[src/rtl/lcdt_pkg.sv]
// Package: shared widths, the duty code type and the phase-count decode for
// the LCD frame tick generator. Assumes the duty field is three bits wide.
package lcdt_pkg;

    localparam int PS_W       = 4;   // prescale exponent field width
    localparam int DIV_W      = 4;   // second-stage addend field width
    localparam int DIV_BASE   = 16;  // fixed base of the second stage
    localparam int DUTY_W     = 3;   // duty code width
    localparam int MAX_PHASES = 8;   // largest phase count per frame
    localparam int PH_W       = $clog2(MAX_PHASES);

    typedef enum logic [DUTY_W-1:0] {
        DUTY_STATIC = 3'd0,
        DUTY_HALF   = 3'd1,
        DUTY_THIRD  = 3'd2,
        DUTY_QUART  = 3'd3,
        DUTY_EIGHTH = 3'd4
    } duty_e;

    localparam logic [DUTY_W-1:0] DUTY_RESET = DUTY_QUART;

    // Index of the last phase in a frame for a duty code (phases - 1).
    function automatic logic [PH_W-1:0] last_phase(input logic [DUTY_W-1:0] code);
        logic [PH_W-1:0] r;
        case (code)
            DUTY_HALF:   r = PH_W'(1);
            DUTY_THIRD:  r = PH_W'(2);
            DUTY_QUART:  r = PH_W'(3);
            DUTY_EIGHTH: r = PH_W'(7);
            default:     r = PH_W'(0);
        endcase
        return r;
    endfunction

endpackage

[src/rtl/lcdt_cfg_stage.sv]
// Setting stage: holds written settings as pending and moves them into the
// active set only on a divided tick, where both counters wrap to zero, so
// no period is truncated. Tracks the sync-done flag.
// Assumes: we_i is a one-cycle strobe; tick_raw_i comes from the divider
// running on the active settings.
module lcdt_cfg_stage
    import lcdt_pkg::*;
#(
    parameter int PS_WIDTH   = PS_W,
    parameter int DIV_WIDTH  = DIV_W,
    parameter int DUTY_WIDTH = DUTY_W,
    parameter logic [DUTY_WIDTH-1:0] DUTY_INIT = DUTY_RESET
) (
    input  logic                  clk_i,
    input  logic                  rst_ni,
    input  logic                  we_i,
    input  logic [PS_WIDTH-1:0]   ps_i,
    input  logic [DIV_WIDTH-1:0]  div_i,
    input  logic [DUTY_WIDTH-1:0] duty_i,
    input  logic                  tick_raw_i,
    output logic [PS_WIDTH-1:0]   act_ps_o,
    output logic [DIV_WIDTH-1:0]  act_div_o,
    output logic [DUTY_WIDTH-1:0] act_duty_o,
    output logic                  load_o,
    output logic                  sync_done_o
);

    logic [PS_WIDTH-1:0]   pend_ps_q;
    logic [DIV_WIDTH-1:0]  pend_div_q;
    logic [DUTY_WIDTH-1:0] pend_duty_q;
    logic                  pend_q;   // pending set not yet active
    logic                  armed_q;  // new set active, first full period running

    // Transfer happens on a tick while a set is pending and no write collides.
    assign load_o = tick_raw_i && pend_q && !we_i;

    // Capture written values into the pending registers.
    always_ff @(posedge clk_i) begin
        if (!rst_ni) begin
            pend_ps_q   <= '0;
            pend_div_q  <= '0;
            pend_duty_q <= DUTY_INIT;
        end else if (we_i) begin
            pend_ps_q   <= ps_i;
            pend_div_q  <= div_i;
            pend_duty_q <= duty_i;
        end
    end

    // Copy the pending set into the active set at a tick boundary.
    always_ff @(posedge clk_i) begin
        if (!rst_ni) begin
            act_ps_o   <= '0;
            act_div_o  <= '0;
            act_duty_o <= DUTY_INIT;
        end else if (load_o) begin
            act_ps_o   <= pend_ps_q;
            act_div_o  <= pend_div_q;
            act_duty_o <= pend_duty_q;
        end
    end

    // Sequence pending -> armed -> synced; a write restarts the sequence.
    always_ff @(posedge clk_i) begin
        if (!rst_ni) begin
            pend_q      <= 1'b0;
            armed_q     <= 1'b0;
            sync_done_o <= 1'b1;
        end else if (we_i) begin
            pend_q      <= 1'b1;
            armed_q     <= 1'b0;
            sync_done_o <= 1'b0;
        end else if (load_o) begin
            pend_q      <= 1'b0;
            armed_q     <= 1'b1;
        end else if (tick_raw_i && armed_q) begin
            armed_q     <= 1'b0;
            sync_done_o <= 1'b1;
        end
    end

endmodule

[src/rtl/lcdt_prescaler.sv]
// Power-of-two prescaler: emits a one-cycle pulse every 2^ps_i input cycles.
// Assumes ps_i changes only when the counter has just wrapped.
module lcdt_prescaler #(
    parameter int PS_WIDTH = 4,
    localparam int CNT_W   = (2 ** PS_WIDTH) - 1
) (
    input  logic                clk_i,
    input  logic                rst_ni,
    input  logic [PS_WIDTH-1:0] ps_i,
    output logic                pulse_o
);

    logic [CNT_W-1:0] cnt_q;
    logic [CNT_W-1:0] limit;

    // Terminal count 2^ps - 1; the shift wraps to zero at the top exponent.
    always_comb begin
        limit   = (CNT_W'(1) << ps_i) - CNT_W'(1);
        pulse_o = (cnt_q == limit);
    end

    // Free-running count that wraps at the terminal value.
    always_ff @(posedge clk_i) begin
        if (!rst_ni)      cnt_q <= '0;
        else if (pulse_o) cnt_q <= '0;
        else              cnt_q <= cnt_q + CNT_W'(1);
    end

endmodule

[src/rtl/lcdt_divider.sv]
// Second divider stage: counts BASE + div_i prescaler pulses and flags the
// last one as the raw divided tick.
// Assumes div_i changes only on the cycle of a raw tick.
module lcdt_divider #(
    parameter int DIV_WIDTH = 4,
    parameter int BASE      = 16,
    localparam int CNT_W    = $clog2(BASE + (2 ** DIV_WIDTH))
) (
    input  logic                 clk_i,
    input  logic                 rst_ni,
    input  logic                 step_i,
    input  logic [DIV_WIDTH-1:0] div_i,
    output logic                 tick_raw_o
);

    logic [CNT_W-1:0] cnt_q;
    logic [CNT_W-1:0] limit;

    // Terminal count BASE + div - 1, and the tick on the matching step.
    always_comb begin
        limit      = CNT_W'(BASE - 1) + CNT_W'(div_i);
        tick_raw_o = step_i && (cnt_q == limit);
    end

    // Advance once per prescaler pulse and wrap at the terminal count.
    always_ff @(posedge clk_i) begin
        if (!rst_ni)         cnt_q <= '0;
        else if (tick_raw_o) cnt_q <= '0;
        else if (step_i)     cnt_q <= cnt_q + CNT_W'(1);
    end

endmodule

[src/rtl/lcdt_phase_seq.sv]
// Phase sequencer: registers the divided tick, steps the common-line index
// on each tick and flags the tick that starts a frame. A settings load
// restarts the frame at phase 0.
// Assumes duty_i changes only together with load_i.
module lcdt_phase_seq
    import lcdt_pkg::*;
#(
    parameter int DUTY_WIDTH = DUTY_W,
    parameter int PHASE_W    = PH_W
) (
    input  logic                  clk_i,
    input  logic                  rst_ni,
    input  logic                  tick_raw_i,
    input  logic                  load_i,
    input  logic [DUTY_WIDTH-1:0] duty_i,
    output logic                  tick_o,
    output logic                  frame_o,
    output logic [PHASE_W-1:0]    phase_o
);

    logic [PHASE_W-1:0] last;
    logic               wrap;

    // Last index for the current duty and the wrap condition.
    always_comb begin
        last = PHASE_W'(last_phase(duty_i));
        wrap = load_i || (phase_o >= last);
    end

    // Register the tick and its frame marker together with the new index.
    always_ff @(posedge clk_i) begin
        if (!rst_ni) begin
            tick_o  <= 1'b0;
            frame_o <= 1'b0;
            phase_o <= '0;
        end else begin
            tick_o  <= tick_raw_i;
            frame_o <= tick_raw_i && wrap;
            if (tick_raw_i) phase_o <= wrap ? '0 : phase_o + PHASE_W'(1);
        end
    end

endmodule

[src/rtl/lcd_frame_tick_gen.sv]
// Top: LCD frame tick generator. Prescaler (2^PS) feeds the second stage
// (16 + DIV); the raw tick drives the phase sequencer and the setting
// stage. All outputs are registered single-clock enables.
// Assumes one clock domain and a one-cycle write strobe.
module lcd_frame_tick_gen
    import lcdt_pkg::*;
#(
    parameter int PS_WIDTH   = PS_W,
    parameter int DIV_WIDTH  = DIV_W,
    parameter int BASE       = DIV_BASE,
    parameter int DUTY_WIDTH = DUTY_W,
    parameter int PHASE_W    = PH_W
) (
    input  logic                  clk_i,
    input  logic                  rst_ni,
    input  logic                  cfg_we_i,
    input  logic [PS_WIDTH-1:0]   cfg_ps_i,
    input  logic [DIV_WIDTH-1:0]  cfg_div_i,
    input  logic [DUTY_WIDTH-1:0] cfg_duty_i,
    output logic                  tick_o,
    output logic                  frame_o,
    output logic [PHASE_W-1:0]    phase_o,
    output logic                  sync_done_o
);

    logic [PS_WIDTH-1:0]   act_ps;
    logic [DIV_WIDTH-1:0]  act_div;
    logic [DUTY_WIDTH-1:0] act_duty;
    logic                  load;
    logic                  pre_pulse;
    logic                  tick_raw;

    lcdt_cfg_stage #(
        .PS_WIDTH   (PS_WIDTH),
        .DIV_WIDTH  (DIV_WIDTH),
        .DUTY_WIDTH (DUTY_WIDTH),
        .DUTY_INIT  (DUTY_WIDTH'(DUTY_RESET))
    ) u_cfg (
        .clk_i       (clk_i),
        .rst_ni      (rst_ni),
        .we_i        (cfg_we_i),
        .ps_i        (cfg_ps_i),
        .div_i       (cfg_div_i),
        .duty_i      (cfg_duty_i),
        .tick_raw_i  (tick_raw),
        .act_ps_o    (act_ps),
        .act_div_o   (act_div),
        .act_duty_o  (act_duty),
        .load_o      (load),
        .sync_done_o (sync_done_o)
    );

    lcdt_prescaler #(
        .PS_WIDTH (PS_WIDTH)
    ) u_pre (
        .clk_i   (clk_i),
        .rst_ni  (rst_ni),
        .ps_i    (act_ps),
        .pulse_o (pre_pulse)
    );

    lcdt_divider #(
        .DIV_WIDTH (DIV_WIDTH),
        .BASE      (BASE)
    ) u_div (
        .clk_i      (clk_i),
        .rst_ni     (rst_ni),
        .step_i     (pre_pulse),
        .div_i      (act_div),
        .tick_raw_o (tick_raw)
    );

    lcdt_phase_seq #(
        .DUTY_WIDTH (DUTY_WIDTH),
        .PHASE_W    (PHASE_W)
    ) u_seq (
        .clk_i      (clk_i),
        .rst_ni     (rst_ni),
        .tick_raw_i (tick_raw),
        .load_i     (load),
        .duty_i     (act_duty),
        .tick_o     (tick_o),
        .frame_o    (frame_o),
        .phase_o    (phase_o)
    );

endmodule

[config.mk]
export PLATFORM = sky130hd
export DESIGN_NAME = lcd_frame_tick_gen
export DESIGN_NICKNAME = d
export VERILOG_FILES = /design/src/rtl/lcdt_pkg.sv /design/src/rtl/lcdt_cfg_stage.sv /design/src/rtl/lcdt_prescaler.sv /design/src/rtl/lcdt_divider.sv /design/src/rtl/lcdt_phase_seq.sv /design/src/rtl/lcd_frame_tick_gen.sv
export SDC_FILE = /design/constraint.sdc
export NUM_CORES = 1
export LEC_CHECK = 0
export ABC_AREA = 1
export BUFFER_PORTS_ARGS = -buffer_cell sky130_fd_sc_hd__buf_2
export CAP_MARGIN = 20
export CORE_UTILIZATION = 45
export CTS_BUF_LIST = sky130_fd_sc_hd__clkbuf_4 sky130_fd_sc_hd__clkbuf_8
export DETAILED_ROUTE_END_ITERATION = 8
export HOLD_SLACK_MARGIN = 0.08
export SYNTH_ARGS = -nofsm -noshare
export SYNTH_HDL_FRONTEND = slang
export SYNTH_SLANG_ARGS = --single-unit
export TNS_END_PERCENT = 20
[constraint.sdc]
create_clock -name clk_i -period 2.3 [get_ports clk_i]
set_input_delay 0.46 -clock clk_i [delete_from_list [all_inputs] [get_ports clk_i]]
set_output_delay 0.46 -clock clk_i [all_outputs]
set_load 0.1 [all_outputs]
==> impl_metrics.toml <==
[run_status]
status = "finished with violations"
violations = "design-rule violations, negative setup slack"

[synth]
yosys-top-cells-count = "159 x nand2_1, 56 x nor2_1, 50 x dfxtp_1"
avgSynthCellArea_um2 = 6.52
mappedNetlistNets = 489
synth-edff-count = 0
synthFlopType = "dfxtp_1"
synth_top_area_cell = "dfxtp_1"
synth_most_common_cell = "nand2_1"
netlist_instances = 467
synth-seq-cells = 50
synthTopCellsByArea = "dfxtp_1 33%, nand2_1 20%, nand3_1 6.9%"
ys_async_sr_fraction_pct = 0
yosysWarnings = 0
netlist.area_leader.share_pct = 32.9
synth-seq-area-share_pct = 32.9
ys_types = 37
netlist_area_um2 = 3040

[global_route]
antenna_found_initial = 0
grt_max_degree = 29
grt_pass1_wl_um = 11900
grt_pass1_vias = 2491
grt_usage_pct = 21.1
grt_overflow_total = 0

[worst_setup_path]
critical_path.slowest_cell = "dfxtp_4"
crit_cells = 17
required_ps = 2510
crit_path_max_fanout = 6
start_kind = "flop"
regToRegStartpoint = "u_cfg.act_ps_o[3]"
cp_num_buf_inv = 2
critPathLaunch = "u_cfg.act_ps_o[3]"
reg2regPathDepth = 17
rrSetupSlack_ps = -20
cp.arrival_ps = 2530
crit_family = "simple AND/OR/NAND/NOR gates"
cp_cell_sequence = "nor2_8, nand3_4, ha_4, inv_2, nand2_2, nand2_4, nor2_4, nand2_2, nor2_2, nand2_1, nor2_2, nand3_2, nor2_4, nand4_4, clkbuf_16, nor2_2, nor2_1"
max_stage_delay_ps = 370
critPathKind = "flop to flop"
critPathCaptureType = "flop"
crit_top_cell = "nor2_2"
reg2reg_to = "u_cfg.act_ps_o[1]"

[timing]
finalHoldViolations = 0
slew_violations = 0
finClkSkew_ps = 8.58
rsz0062_at_grt = "yes"
tightest_slew_ps = 585
max_freq_mhz = 430
relSlewSlack_pct = 61.0
setup_ws_ps = -23.6
fin_crit_sh_pct = 101
setup_violations = 8
min_period_ps = 2320

[final_layout]
antenna_cells = 0
regArea_um2 = 1010
nets = 521
multiInputGateArea_um2 = 1920
area_growth_syn_to_layout_pct = 17.6
drive_above_1_share_pct = 21.2
fin_util_pct = 55.7
fillers = 667

[floorplan]
initial_core_util_pct = 47.4
die-area_um2 = 7100
die_h_um = 84.3
io_pins = 20
die_x_um = 84.3
core_area_um2 = 6420
num_rows = 29

[pwr]
peakVddDrop_mv = 0.257
leakage_nw = 1.76
powerDensity_nw_per_um2 = 419

[placed_design]
port-buffer-count = 19
place_ws_ps = -11.7
gp_congestion = 0.949
hpwl_um = 5340

[cts]
path_clk_slew_ps = 90
clock_path_buffers = 2
numCtsBuffers = 5
numClockSinks = 50
clk_latency_ps = 310
htreeDepth = 2
root_buffer = "clkbuf_8"
cts_tree = "yes"

[worst_hold_path]
hp-class = "input pin to flop"
whs_endpoint = "u_cfg.pend_ps_q[3]"
hold_start = "cfg_ps_i[3]"
min_path_cells = 3

[drt]
drc = 2
drtIter0Drc = 223
ant_nets = 0
dr.pass1.iters = 6
wl_per_cell_um = 12.6
num_vias = 2870
routed_via_density = 4.98
drt_wl_total_um = 7270

[flow_run]
cap_viol_max_count = 0
-- worst min-delay path: cells and delay by family --
| family | cells | cell delay, ps |
|---|---|---|
| and+or+nand+nor | 2 | 80 |
| buffers and inverters | 1 | 70 |
-- cell type report --
class / instances / share of cell area, %
tap: 77 / 2.69
clock buffer: 5 / 1.92
inverter: 55 / 5.98
sequential: 50 / 28.3
timing repair buffer: 35 / 6.96
multi-input combinational: 352 / 53.8
clock inverter: 2 / 0.384
-- placed cells by master, fill, tap and decap left out, types with 7 or more instances in the layout --
cell type / count
ha_1: 7
nor2_1: 42
a21oi_1: 13
xor2_1: 8
inv_1: 43
buf_4: 13
buf_2: 19
nand3_1: 38
nand4_1: 9
nor2_4: 13
nor2_2: 12
dfxtp_1: 46
nand2_1: 155
inv_2: 9
-- cell families (layout without fill, tap and decap cells) --
kind of cell | after synthesis | in the layout | share of synthesized area [%]
AO/OA/AOI/OAI | 24 | 24 | 4.69
AND/OR/NAND/NOR | 306 | 306 | 45.4
adder cells (fa/ha/maj) | 8 | 8 | 3.29
flip-flops | 50 | 50 | 32.9
buffers and inverters | 65 | 97 | 9.70
XOR/XNOR | 14 | 14 | 4.03
-- flip-flops by register name, indices dropped and copies added, names as in the netlist, 3 cells and up --
name,flops
u_cfg.act_div_o,4
u_cfg.pend_ps_q,4
u_cfg.pend_duty_q,3
u_cfg.act_ps_o,4
u_div.cnt_q,5
u_cfg.act_duty_o,3
u_cfg.pend_div_q,4
u_pre.cnt_q,15
u_seq.phase_o,3
-- timing repair --
item	in CTS	in global routing
buffers inserted	0	3
hold buffers	0	0
gates resized for setup	4	45
cloned	0	1
pin swaps	0	14
endpoints found under the setup margin	8	35
-- through the flow --
stage | total power, mW | hold WS (ps) | cells | setup TNS [ps] | cell area, um^2
finish | 1.50 | 329 | 576 | -89.2 | 3580
floorplan | 0.969 | 418 | 467 | 0 | 3040
detailed placement | 0.996 | 435 | 565 | -11.7 | 3260
CTS | 1.51 | 325 | 572 | 0 | 3350
global route | 1.56 | 329 | 576 | -2980 | 3580
global placement | 0.997 | 442 | 565 | 0 | 3260
-- report_power, final --
part / internal [mW] / switching, mW
Sequential: 0.881 / 0.0207
Combinational: 0.0266 / 0.0517
Clock: 0.211 / 0.309
-- worst max path at each step --
stage / to / slack [ps]
final: u_cfg.act_ps_o[1] / -20
after global routing: u_seq.phase_o[1] / -160
after CTS: u_cfg.act_ps_o[2] / 5
after detailed placement: u_cfg.act_ps_o[2] / -10
after global placement: u_cfg.act_ps_o[1] / 40
after floorplan: u_cfg.act_div_o[0] / 130
-- per-layer routing --
layer,GRT usage (%),vias up,part of all wire (%)
li1,-,1532,-
met1,31.8,1267,52
met2,31.2,64,42
met3,3.24,7,4.8
met4,5.17,0,0.96
met5,0,-,0
(Power assumes the default switching activity.)
